**src/rtl/hs_pkg.sv**
```systemverilog
// Shared types for the handshake strobe controller.
package hs_pkg;

    typedef enum logic {
        EDGE_FALL = 1'b0,
        EDGE_RISE = 1'b1
    } edge_pol_e;

    typedef struct packed {
        logic      hs_en;
        logic      pulse_mode;
        edge_pol_e edge_pol;
    } hs_cfg_t;

    // True when the pair (current, previous) forms the selected transition.
    function automatic logic edge_hit(edge_pol_e pol, logic cur, logic prev);
        return (pol == EDGE_RISE) ? (cur & ~prev) : (~cur & prev);
    endfunction

endpackage

```
**src/rtl/hs_phase_gen.sv**
```systemverilog
// E phase generator: divides the system clock into E cycles of CLK_PER_E
// clocks, E high for the first half, and emits a one-clock tick at the
// centre of the low half. Assumes CLK_PER_E is a multiple of 4.
module hs_phase_gen #(
    parameter int CLK_PER_E = 4
) (
    input  logic clk,
    input  logic rst_n,
    output logic e_clk,
    output logic tick
);
    localparam int CW      = (CLK_PER_E > 2) ? $clog2(CLK_PER_E) : 1;
    localparam int HALF    = CLK_PER_E / 2;
    localparam int TICK_AT = HALF + HALF / 2;
    localparam logic [CW-1:0] LAST    = CW'(CLK_PER_E - 1);
    localparam logic [CW-1:0] HALF_V  = CW'(HALF);
    localparam logic [CW-1:0] TICK_V  = CW'(TICK_AT);

    logic [CW-1:0] cnt;

    // Phase counter, wraps once per E cycle.
    always_ff @(posedge clk) begin
        if (!rst_n)          cnt <= '0;
        else if (cnt == LAST) cnt <= '0;
        else                 cnt <= cnt + 1'b1;
    end

    assign e_clk = (cnt < HALF_V);
    assign tick  = (cnt == TICK_V);

    // The tick must lie in the E-low half.
    assert_tick_in_low_R2: assert property (@(posedge clk) disable iff (!rst_n)
        tick |-> !e_clk);

    // E falls only at the middle of the cycle, never straight after a tick.
    assert_fall_mid_R2: assert property (@(posedge clk) disable iff (!rst_n)
        tick |=> !$fell(e_clk));

endmodule

```
**src/rtl/hs_edge_sync.sv**
```systemverilog
// Input strobe synchroniser and edge detector. STAGES flops bring the
// asynchronous pin into the clock domain; one more flop holds the previous
// synchronised value for the comparison. Assumes STAGES >= 2.
module hs_edge_sync
    import hs_pkg::*;
#(
    parameter int STAGES = 2
) (
    input  logic      clk,
    input  logic      rst_n,
    input  logic      din,
    input  edge_pol_e pol,
    output logic      edge_det
);
    logic [STAGES:0] sh;

    // Shift the pin through the synchroniser and the history flop.
    always_ff @(posedge clk) begin
        if (!rst_n) sh <= '0;
        else        sh <= {sh[STAGES-1:0], din};
    end

    assign edge_det = edge_hit(pol, sh[STAGES-1], sh[STAGES]);

endmodule

```
**src/rtl/hs_strobe_core.sv**
```systemverilog
// Output strobe state and end-of-strobe collection. A start raises the
// strobe; one of three sources (interlocked edge, pulsed auto-end, mode
// switch write) sets end-of-strobe; the strobe drops on the next tick.
// Assumes start, cfg_wr and tick are single-clock pulses.
module hs_strobe_core
    import hs_pkg::*;
(
    input  logic    clk,
    input  logic    rst_n,
    input  hs_cfg_t cfg,
    input  logic    cfg_wr,
    input  logic    start,
    input  logic    edge_det,
    input  logic    tick,
    output logic    strb,
    output logic    eos
);
    logic pulsed_xfer;
    logic src_lock, src_pulse, src_switch, end_req, ending;

    // The three end-of-strobe sources.
    assign src_lock   = ~cfg.pulse_mode & edge_det;
    assign src_pulse  = pulsed_xfer;
    assign src_switch = cfg_wr & cfg.pulse_mode;
    assign end_req    = src_lock | src_pulse | src_switch;
    assign ending     = tick & eos;

    // Strobe, end-of-strobe and latched transfer mode, in priority order.
    always_ff @(posedge clk) begin
        if (!rst_n) begin
            strb        <= 1'b0;
            eos         <= 1'b0;
            pulsed_xfer <= 1'b0;
        end else if (!cfg.hs_en) begin
            strb        <= 1'b0;
            eos         <= 1'b0;
            pulsed_xfer <= 1'b0;
        end else if (start) begin
            strb        <= 1'b1;
            eos         <= 1'b0;
            pulsed_xfer <= cfg.pulse_mode;
        end else if (ending) begin
            strb        <= 1'b0;
            eos         <= 1'b0;
        end else if (strb && end_req) begin
            eos         <= 1'b1;
        end
    end

    assert_start_sets_R3: assert property (@(posedge clk) disable iff (!rst_n)
        (cfg.hs_en && start) |=> (strb && !eos));

    assert_edge_arms_R4: assert property (@(posedge clk) disable iff (!rst_n)
        (cfg.hs_en && !start && strb && !ending && !cfg.pulse_mode && edge_det) |=> eos);

    assert_eos_with_strb_R6: assert property (@(posedge clk) disable iff (!rst_n)
        eos |-> strb);

    assert_hold_off_tick_R6: assert property (@(posedge clk) disable iff (!rst_n)
        (cfg.hs_en && strb && !tick) |=> strb);

    assert_switch_arms_R8: assert property (@(posedge clk) disable iff (!rst_n)
        (cfg.hs_en && !start && strb && !ending && cfg_wr && cfg.pulse_mode) |=> eos);

    assert_disable_clears_R9: assert property (@(posedge clk) disable iff (!rst_n)
        !cfg.hs_en |=> (!strb && !eos));

    assert_start_wins_R10: assert property (@(posedge clk) disable iff (!rst_n)
        (cfg.hs_en && start && ending) |=> strb);

endmodule

```
**src/rtl/hs_strobe_ctrl.sv**
```systemverilog
// Top of the handshake output strobe controller: E phase generator, input
// strobe synchroniser and the strobe core. All control bits are taken as
// level inputs; cfg_wr marks the clock in which they were written.
module hs_strobe_ctrl
    import hs_pkg::*;
#(
    parameter int CLK_PER_E   = 4,
    parameter int SYNC_STAGES = 2
) (
    input  logic clk,
    input  logic rst_n,
    input  logic hs_en,
    input  logic pulse_mode,
    input  logic edge_rise,
    input  logic cfg_wr,
    input  logic xfer_start,
    input  logic strb_in,
    output logic e_clk,
    output logic strb_out,
    output logic eos
);
    hs_cfg_t cfg;
    logic    tick;
    logic    edge_det;

    assign cfg.hs_en      = hs_en;
    assign cfg.pulse_mode = pulse_mode;
    assign cfg.edge_pol   = edge_pol_e'(edge_rise);

    hs_phase_gen #(.CLK_PER_E(CLK_PER_E)) u_phase (
        .clk   (clk),
        .rst_n (rst_n),
        .e_clk (e_clk),
        .tick  (tick)
    );

    hs_edge_sync #(.STAGES(SYNC_STAGES)) u_sync (
        .clk      (clk),
        .rst_n    (rst_n),
        .din      (strb_in),
        .pol      (cfg.edge_pol),
        .edge_det (edge_det)
    );

    hs_strobe_core u_core (
        .clk      (clk),
        .rst_n    (rst_n),
        .cfg      (cfg),
        .cfg_wr   (cfg_wr),
        .start    (xfer_start),
        .edge_det (edge_det),
        .tick     (tick),
        .strb     (strb_out),
        .eos      (eos)
    );

endmodule

```
**config.mk**
```make
export PLATFORM = sky130hd
export DESIGN_NAME = hs_strobe_ctrl
export DESIGN_NICKNAME = d
export VERILOG_FILES = /design/src/rtl/hs_pkg.sv /design/src/rtl/hs_phase_gen.sv /design/src/rtl/hs_edge_sync.sv /design/src/rtl/hs_strobe_core.sv /design/src/rtl/hs_strobe_ctrl.sv
export SDC_FILE = /design/constraint.sdc
export NUM_CORES = 1
export LEC_CHECK = 0
export BUFFER_PORTS_ARGS = -buffer_cell sky130_fd_sc_hd__clkbuf_2
export CORE_AREA = 10 10 47 49
export CTS_CLUSTER_DIAMETER = 150
export DETAILED_ROUTE_END_ITERATION = 12
export DIE_AREA = 0 0 57 59
export GPL_TIMING_DRIVEN = 0
export PLACE_DENSITY = 0.55
export SKIP_LAST_GASP = 1
export SYNTH_ARGS = -nofsm -noshare
export SYNTH_HDL_FRONTEND = slang
export SYNTH_SLANG_ARGS = --single-unit
```
**constraint.sdc**
```tcl
create_clock -name clk -period 2.1 [get_ports clk]
set_input_delay 0.21 -clock clk [delete_from_list [all_inputs] [get_ports clk]]
set_output_delay 0.21 -clock clk [all_outputs]
set_load 0.05 [all_outputs]
```
# Yosys cells after proc, flatten, opt, wreduce, memory -nomap -nowiden
# Cells that the tools add are included.
# op_classes
eq_ne	1
n_reduce_logical	5
magnitude_cmp	1
bitwise	12
div_mod_pow	0
muxes	3
addsub	1
shifts	0
n_mul	0
# op_table
cell	count
AND 1 bit	5
inverter 1 bit	5
OR reduction 4 bit	1
two-way mux 1 bit	3
adder 2 x 1 -> 2 bit (second input constant)	1
== test 2 bit (second input constant)	1
< comparator 2 bit (second input constant)	1
OR 1 bit	2
AND reduction 2 bit	1
nonzero test 2 bit	1
OR reduction 2 bit	1
logical AND 1 bit	1
# word_totals
elab_cells	28
n_memories	0
register_bits	8
ramBits	0
inputBits	8
out_inout_bits	3
rom_bits	0
latchBits	0

# Logic depth before layout (Yosys ltp)
# Gate-level depths: netlist of the first run.
# logic_depth
word_depth	7
ltp_mapped	4
mapped_depth_nobuf	4

# Modules after synthesis
# Synthesis of the first run repeated with hierarchy kept, for this count alone.
# hier_totals
hier_cells	28
area_unflattened_um2	297.8
# modules_own_cells
module	seq_area_each_um2	area_per_inst_um2	cells_each	instances
hs_strobe_core	60.1	117.6	13	1
hs_edge_sync	60.1	102.6	9	1
hs_phase_gen	40.0	77.6	6	1

# Worst setup path before layout of the first run
# OpenSTA, ideal clock, no wires.
# synth_timing
path_kind	flip-flop to flip-flop
start	register u_core.strb
end	register u_core.eos
path_buffers	0
required_ns	2.031
path_stages_with_launch	3
arrival_ns	1.193
setup_slack_ns	0.838
period_less_slack_ns	1.262
setup_time_ns	0.069
path_cell_list	dfxtp_1 -> or4b_1 -> o21ai_1
# synth_via
elab_chain_len	1
# synth_lines
item	line_no	text
from (decl)	hs_strobe_core.sv:15	output logic strb,
from (signal assigned)	hs_strobe_core.sv:31	strb <= 1'b0;
from (signal assigned)	hs_strobe_core.sv:35	strb <= 1'b0;
from (signal assigned)	hs_strobe_core.sv:39	strb <= 1'b1;
logical AND 1 bit	hs_strobe_core.sv:45	end else if (strb && end_req) begin
to (signal assigned)	hs_strobe_core.sv:40	eos <= 1'b0;
to (signal assigned)	hs_strobe_core.sv:44	eos <= 1'b0;
to (signal assigned)	hs_strobe_core.sv:46	eos <= 1'b1;
to (decl)	hs_strobe_core.sv:16	output logic eos
# Every way passes these cells.
# A chain may end at the register's enable or synchronous reset.

# Final worst setup path of the first run
# layout_timing
start	register u_phase.cnt[0]
end	register u_core.eos
# layout_via
elab_chain_len	3
# layout_lines
item	line_no	text
from (decl)	hs_phase_gen.sv:19	logic [CW-1:0] cnt;
from (signal assigned)	hs_phase_gen.sv:25	else cnt <= cnt + 1'b1;
== test 2 bit	hs_phase_gen.sv:29	assign tick = (cnt == TICK_V);
AND 1 bit	hs_strobe_core.sv:26	assign ending = tick & eos;
OR reduction 4 bit (no source line)	n/a	
to (signal assigned)	hs_strobe_core.sv:32	eos <= 1'b0;
to (signal assigned)	hs_strobe_core.sv:36	eos <= 1'b0;
to (signal assigned)	hs_strobe_core.sv:40	
# Every way passes these cells.

==> flow_summary.toml, run 1 <==
[timing]
setup_tns_ns = 0
min_period_ns = 1.22
slew_headroom_pct = 73.9
rsz0062_at_grt = "false"
min_period_over_period_pct = 58.3
skew_ns = 0.00391
worst_pin_slew_ns = 0.382
final-setup-viol-count = 0
hold_ws_ns = 0.180
fmax_ghz = 0.817
finalHoldViolations = 0
drv_slew = 0

[detailed_routing]
wire_per_inst_um = 11.1
drt-total-wl_um = 623
routed_via_density = 4.18
remaining_drc_errors = 0
drt_iter0_drc = 0
vias = 234
first_pass_iters = 1
postRouteAntennaNets = 0

[critical_path]
critical_path_class = "reg -> reg"
path_delay_family = "simple AND/OR/NAND/NOR gates"
cp_max_fo = 4
path_cells = "ha_1, or4b_1, o21ai_1"
worstPathRequired_ns = 2.29
reg2reg_depth = 3
critPathBufInv = 0
end_kind = "flop"
slowest_delay_ns = 0.51
r2r_start = "u_phase.cnt[0]$_SDFF_PP0_"
worstPathArrival_ns = 1.41
regToRegSetupSlack_ns = 0.88
critPathSlowestCell = "or4b_1"
startpoint_type = "flop"
r2r_end = "u_core.eos$_SDFFE_PP0P_"

[cells_and_area]
area_growth_syn_to_layout_pct = 30.3
fin_area_um2 = 398
n_fill_cell = 170
final_nets = 51
drive_above_1_share_pct = 45.0
layout.cells.non_filler = 56
n_antenna_cell = 0

[global_routing]
gr-max-usage-layer = "met3"
grt_max_degree = 7
grt_use_met1_pct = 5.00
use_met3_pct = 5.15
grt.total_usage_pct = 4.46
antenna_found_initial = 0
grt_overflow = 0
grt.met2_usage_pct = 4.81
first_global_vias = 248
grt_pass1_wl_mm = 1.08

[yosys]
synth_cell_types = 16
ys_top_cells_by_area = "dfxtp_1, and2_2, or4b_1"
yosys.area.top_type = "dfxtp_1"
synth_top_area_share_pct = 52.5
ys_ff_latch = 8
syn_nets = 36
syn_inst = 27
synth_area_um2 = 305
yosys_warnings = 0
syn_area_per_cell_um2 = 11.3
yosysSeqAreaShare_pct = 52.5

[power]
p_per_area_mw_per_mm2 = 824
p_leak_uw = 0.000176
p_sw_share_pct = 25.7
p_sw_uw = 84.2
internal_power_uw = 244
pwr-share-clk_pct = 35.9
p_comb_share_pct = 13.5
fin_total_pwr_uw = 328
ir_worst_vdd_uv = 376
power_frac_seq_pct = 50.6

[floorplanning]
die_w_um = 57
fp.dieH_um = 59
rows = 14
core_mm2 = 0.00140
start_util_pct = 21.8
floorplan.die_area_mm2 = 0.00336
num_io_pins = 11

[clock_tree]
post_cts_buffers = 0
cts.sink_count = 8
clock_latency_ns = 0.25
cts_htree_levels = 1
cts_hold_buf = 0
path_clk_slew_ns = 0.06
cts_resized = 0
cts-buffers-inserted = 3
cts_tree = "done"
cts-root-buf = "clkbuf_4"
clockBufferDepth = 2

[worst_hold_path]
worstHoldStart = "strb_in"
min_path_cells = 2
min_to = "u_sync.sh[0]$_SDFF_PN0_"
min_path_type = "in -> reg"

[run]
drv_cap = 0

[run_status]
status = "completed"

[place]
place_congestion = 0.551
hpwlAfterDp_um = 510
place_area_um2 = 375
io_buffers = 10
dp.cells = 53
power groups by stage:
stage | Clock, uW | Sequential [uW] | Combinational (uW)
after floorplan | 0 | 172 | 25.9
after global placement | 0 | 169 | 44.6
after detailed placement | 0 | 169 | 45.1
after CTS | 125 | 166 | 45.0
after global routing | 144 | 167 | 49.6
final | 118 | 166 | 44.1
synth_stat cells:
cell type / instances
dfxtp_1: 8
and2_2: 3
nor2_1: 2
or4b_1: 2
a2111oi_0: 1
a21oi_1: 1
and3b_1: 1
ha_1: 1
inv_1: 1
mux2i_1: 1
nand2_1: 1
nand2_2: 1
nor3b_2: 1
nor4b_1: 1
nor4bb_1: 1
o21ai_1: 1
cells in the final DEF (no fill, tap or decap):
master	count
ha_1	1
o21ai_1	1
clkbuf_2	10
nand2_2	1
or4b_1	2
nor4bb_1	1
and2_2	3
a2111oi_0	1
a21oi_1	1
nor3b_2	1
and3b_1	1
mux2i_1	1
nand2_1	1
nor4b_1	1
clkbuf_4	3
nor2_1	2
inv_1	1
dfxtp_1	8
metrics by stage:
| stage | setup WS, ns | util, % |
|---|---|---|
| 3_3_place_gp | 0.908 | 26.8 |
| 4_1_cts | 0.868 | 28.4 |
| 6_report | 0.876 | 28.4 |
| 3_5_place_dp | 0.890 | 26.8 |
| 5_1_grt | 0.818 | 28.4 |
| 2_1_floorplan | 0.838 | - |
cells by family (layout without fill, tap and decap cells):
logic type	count (synthesis)	count (layout)	synth area share, %
compound gates	3	3	6.14
fa+ha+maj	1	1	4.10
buf+inv	1	14	1.23
flops	8	8	52.5
mux	1	1	3.28
simple gates	13	13	32.8
layer usage:
metal	vias to the layer above	part of all wire, %
li1	124	-
met1	98	51
met3	0	13
met4	0	0
met2	12	35
met5	-	0
worst max-delay path by stage:
stage / from / to / depth (start not counted)
2_1_floorplan: u_core.strb$_SDFFE_PP0P_ / u_core.eos$_SDFFE_PP0P_ / 2
3_3_place_gp: u_phase.cnt[0]$_SDFF_PP0_ / u_core.eos$_SDFFE_PP0P_ / 3
3_5_place_dp: u_phase.cnt[0]$_SDFF_PP0_ / u_core.eos$_SDFFE_PP0P_ / 3
4_1_cts: u_phase.cnt[0]$_SDFF_PP0_ / u_core.eos$_SDFFE_PP0P_ / 3
5_1_grt: u_phase.cnt[0]$_SDFF_PP0_ / u_core.eos$_SDFFE_PP0P_ / 3
6_report: u_phase.cnt[0]$_SDFF_PP0_ / u_core.eos$_SDFFE_PP0P_ / 3
area by class of cell:
cell class | instances | area (um2) | area share (%)
Clock buffer | 3 | 22.5 | 5.66
Inverter | 1 | 3.75 | 0.943
Multi-Input combinational cell | 18 | 141 | 35.5
Sequential cell | 8 | 160 | 40.3
Tap cell | 16 | 20.0 | 5.03
Timing Repair Buffer | 10 | 50.0 | 12.6
flip-flops by register name (all words and copies together), names as in the netlist:
name,cells
u_core.strb,1
u_core.eos,1
u_sync.sh,3
u_core.pulsed_xfer,1
u_phase.cnt,2
worst reg2reg max path, stage by stage (launching register included):
cell     delay (ns)
dfxtp_1        0.33
ha_1           0.25
or4b_1         0.51
o21ai_1        0.08
Note: power is estimated with default switching activity, not from simulation.
==> run 2: changes to the inputs <==
- clock period: 2.1 -> 1.2 ns (I/O delays scaled with it)
==> run 2 against run 1 <==
- flip-flop and latch count stayed put
- sequential power grew 78%
- count of clock-buffer cells in the layout stayed put
- non-clock buffer count unchanged
- register-to-register slack worse by 0.77 ns
- total power grew 79%
- wire length down 1.3%
- die area did not move
- clock skew rose by 0.0030 ns
- critical path type unchanged
==> flow_summary.toml, run 2 (synthesis results as in run 1) <==
[detailed_routing]
drt-total-wl_um = 615
routed_via_density = 4.45
vias = 249
wire_per_inst_um = 11.0
drt_iter0_drc = 1
first_pass_iters = 2
postRouteAntennaNets = 0
remaining_drc_errors = 0

[cells_and_area]
reg.largest.list = "u_sync.sh: 3 flops, u_phase.cnt: 2 flops"
n_antenna_cell = 0
regMostFlops = "u_sync.sh"
largest_reg_flops = 3
area_growth_syn_to_layout_pct = 36.5
layout_commonest_cell = "clkbuf_2"
final_nets = 51
layout_common_cells = "clkbuf_2, dfxtp_2, dfxtp_1"
fin_util_pct = 29.7
drive_above_1_share_pct = 57.5

[power]
p_per_area_mw_per_mm2 = 1410
fin_total_pwr_uw = 586
pwr-share-clk_pct = 35.5
ir_worst_vdd_uv = 440
power_frac_seq_pct = 50.5
p_sw_uw = 153
p_sw_share_pct = 26.0
p_leak_uw = 0.000176
internal_power_uw = 434
p_comb_share_pct = 14.0

[critical_path]
critical_path_class = "reg -> reg"
slowest_delay_ns = 0.45
startpoint_type = "flop"
critPathSlowestCell = "or4b_1"
critPathBufInv = 0
end_kind = "flop"
worstPathArrival_ns = 1.29
cp_max_fo = 4
worstPathRequired_ns = 1.39
regToRegSetupSlack_ns = 0.10
path_delay_family = "simple AND/OR/NAND/NOR gates"
path_cells = "ha_4, or4b_1, o21ai_1"

[timing]
skew_ns = 0.00686
drv_slew = 0
fmax_ghz = 0.912
final-setup-viol-count = 0
min_period_over_period_pct = 91.4
worst_pin_slew_ns = 0.359
finalHoldViolations = 0
slew_headroom_pct = 76.0
rsz0062_at_grt = "false"
min_period_ns = 1.10

[clock_tree]
clock_latency_ns = 0.26
clockBufferDepth = 2
cts_hold_buf = 0
cts-buffers-inserted = 3
cts_htree_levels = 1
cts-root-buf = "clkbuf_4"
path_clk_slew_ns = 0.06
cts_tree = "done"
cts.sink_count = 8

[global_routing]
antenna_found_initial = 0
grt.total_usage_pct = 4.45
grt_overflow = 0
first_global_vias = 280
grt_max_degree = 7
grt_pass1_wl_mm = 1.09

[place]
place_congestion = 0.571
io_buffers = 10
hpwlAfterDp_um = 499

[run_status]
status = "completed"

[floorplanning]
fp.dieH_um = 59
num_io_pins = 11
start_util_pct = 21.8
floorplan.die_area_mm2 = 0.00336
core_mm2 = 0.00140
die_w_um = 57
rows = 14

[run]
drv_cap = 0

[worst_hold_path]
min_path_type = "in -> reg"
[run 2: cell counts in the layout (fill, tap and decap cells not counted)]
No cell type changed its count.
[run 2: worst paths after layout]
path / from / to / cells after the start
max reg2reg: u_phase.cnt[1]$_SDFF_PP0_ / u_core.eos$_SDFFE_PP0P_ / 3
min reg2reg: u_phase.cnt[0]$_SDFF_PP0_ / u_phase.cnt[0]$_SDFF_PP0_ / 1
max: u_phase.cnt[1]$_SDFF_PP0_ / u_core.eos$_SDFFE_PP0P_ / 3
min: strb_in / u_sync.sh[0]$_SDFF_PN0_ / 2
[run 2: area by class of cell]
class / count / area (um2)
multi-input combinational: 18 / 155
fill: 165 / 985
clock buffer: 3 / 22.5
inverter: 1 / 3.75
sequential: 8 / 165
tap: 16 / 20.0
timing repair buffer: 10 / 50.0
[run 2: routing by layer]
metal	GRT usage [%]	up-vias	wire length (um)
met2	5.43	10	234
met3	3.65	4	72
met1	4.28	110	283
met4	5.03	0	26
li1	-	125	-
met5	0	-	0
[run 2: worst register-to-register path, stage by stage (launching register included)]
cell and delay, ns:
dfxtp_2 0.33, ha_4 0.17, or4b_1 0.45, o21ai_1 0.08
[run 2: through the flow]
stage / worst slack (ns) / TNS, ns / area, um2 / hold WS, ns / instances
6_report: 0.103 / 0 / 417 / 0.0863 / 56
3_5_place_dp: -0.00825 / -0.00825 / 378 / 0.345 / 53
4_1_cts: 0.0324 / 0 / 403 / 0.0784 / 56
5_1_grt: 0.0132 / 0 / 417 / 0.0978 / 56
3_3_place_gp: 0.00764 / 0 / 378 / 0.340 / 53
2_1_floorplan: 0.0445 / 0 / 308 / 0.237 / 27
[run 2: what timing repair did]
item,in CTS,in global routing
gates resized for setup,1,4
endpoints found under the setup margin,1,1
setup buffers,0,0
pin swaps,0,2
hold endpoints to repair,0,0
[run 2: power by group through the flow]
| stage | sequential [uW] | clock, uW | combinational [uW] |
|---|---|---|---|
| CTS | 291 | 222 | 80.1 |
| finish | 296 | 208 | 82.0 |
| detailed placement | 296 | 0 | 79.2 |
| floorplan | 301 | 0 | 45.4 |
| global placement | 295 | 0 | 77.7 |
| global route | 298 | 227 | 94.9 |
==> run 3: changes to the inputs <==
- CORE_AREA: 10 10 47 49 -> 2 2 39 41
- DIE_AREA: 0 0 57 59 -> 0 0 41 43
==> run 3 against run 2 <==
- combinational power shrank 5.7%
- non-clock buffer count unchanged
- first-iteration DRC count did not move
- worst setup slack got worse by 0.063 ns
- wire length decreased by 20%
- die area shrank 48%
- sequential share of layout area rose by 0.73 points
- via count decreased by 9.2%
- hold slack gained 0.0070 ns
- final cell count stayed put
- critical path type unchanged
- critical endpoint unchanged
==> flow_summary.toml, run 3 (synthesis results as in run 1) <==
[power]
p_leak_uw = 0.000174
ir_worst_vdd_uv = 801
p_per_area_mw_per_mm2 = 1420
fin_total_pwr_uw = 571

[critical_path]
worstPathRequired_ns = 1.38
startpoint_type = "flop"
end_kind = "flop"
regToRegSetupSlack_ns = 0.04
r2r_start = "u_phase.cnt[0]$_SDFF_PP0_"
cp_max_fo = 4
worstSetupStartpoint = "u_phase.cnt[0]$_SDFF_PP0_"
critical_path_class = "reg -> reg"
worstPathArrival_ns = 1.34

[clock_tree]
post_cts_buffers = 0
cts-root-buf = "clkbuf_4"
clockBufferDepth = 2
path_clk_slew_ns = 0.06
cts_tree = "done"
cts_resized = 1
cts-buffers-inserted = 3
cts_htree_levels = 1
clock_latency_ns = 0.25
cts_hold_buf = 0
cts.sink_count = 8

[cells_and_area]
regMostFlops = "u_sync.sh"
layout_commonest_cell = "clkbuf_2"
reg.largest.list = "u_sync.sh: 3 flops, u_phase.cnt: 2 flops"
final_nets = 51
n_fill_cell = 145
fin_util_pct = 29.1
largest_reg_flops = 3
layout_common_cells = "clkbuf_2, dfxtp_1, and2_2, clkbuf_4"
multiInputGateArea_um2 = 144
drive_above_1_share_pct = 52.5
register_area_um2 = 163
n_antenna_cell = 0
area_growth_syn_to_layout_pct = 32.0

[place]
place_congestion = 0.545
io_buffers = 10

[floorplanning]
start_util_pct = 22.1
fp.dieH_um = 43
die_w_um = 41
floorplan.die_area_mm2 = 0.00176
num_io_pins = 11
rows = 14
core_mm2 = 0.00138

[timing]
min_period_over_period_pct = 96.7
min_period_ns = 1.16
finalHoldViolations = 0
final-setup-viol-count = 0
skew_ns = 0.00660
slew_headroom_pct = 74.0
rsz0062_at_grt = "false"
drv_slew = 0
worst_pin_slew_ns = 0.381
fmax_ghz = 0.862

[worst_hold_path]
min_path_type = "in -> reg"
worstHoldStart = "strb_in"

[detailed_routing]
remaining_drc_errors = 0
wire_per_inst_um = 8.80
vias = 226
routed_via_density = 4.04
postRouteAntennaNets = 0
drt_iter0_drc = 1
drt-total-wl_um = 493
first_pass_iters = 2

[run]
drv_cap = 0

[global_routing]
grt_max_degree = 7
antenna_found_initial = 0
grt_pass1_wl_um = 717
first_global_vias = 180
grt_overflow = 0
grt.total_usage_pct = 6.75

[run_status]
status = "completed"
## run 3: cell count changes in the layout (fill, tap and decap cells not counted)
cell and delta:
a2111oi_1 -1, ha_4 -1, dfxtp_2 -2, dfxtp_1 +2
ha_2 +1, a2111oi_0 +1
## run 3: metal layers
layer  track usage [%]  wire (um)  vias up
li1                  -          -      126
met1              9.45        263       90
met2              6.25        165       10
met3              7.85         64        0
met4              2.00          0        0
met5                 0          0        -
## run 3: worst paths after layout
path                                                end  cells after the start
worst max-delay path            u_core.eos$_SDFFE_PP0P_                      3
worst min-delay path            u_sync.sh[0]$_SDFF_PN0_                      2
worst min register to register  u_sync.sh[1]$_SDFF_PN0_                      1
worst max register to register  u_core.eos$_SDFFE_PP0P_                      3
## run 3: metrics by stage
step | TNS (ns) | instances | cell area, um2 | hold WS (ns) | setup WS (ns)
global placement | 0 | 53 | 378 | 0.342 | 0.00333
CTS | 0 | 56 | 403 | 0.0828 | 0.0268
detailed placement | -0.00901 | 53 | 378 | 0.346 | -0.00901
global route | 0 | 56 | 403 | 0.0931 | 0.00387
floorplan | 0 | 27 | 308 | 0.237 | 0.0445
finish | 0 | 56 | 403 | 0.0933 | 0.0401
## run 3: critical path: stages, from the launching register on
cell and delay [ns]:
dfxtp_1 0.32, ha_2 0.21, or4b_1 0.49, o21ai_1 0.08
## run 3: cell type report
class | count | area share (%)
Clock buffer | 3 | 5.59
Inverter | 1 | 0.932
Multi-Input combinational cell | 18 | 35.7
Sequential cell | 8 | 40.4
Tap cell | 16 | 4.97
Timing Repair Buffer | 10 | 12.4
## run 3: where the power goes
part	switching (uW)	internal, uW
clock	88.9	114
sequential	8.61	282
combinational	46.0	31.3
total	144	428
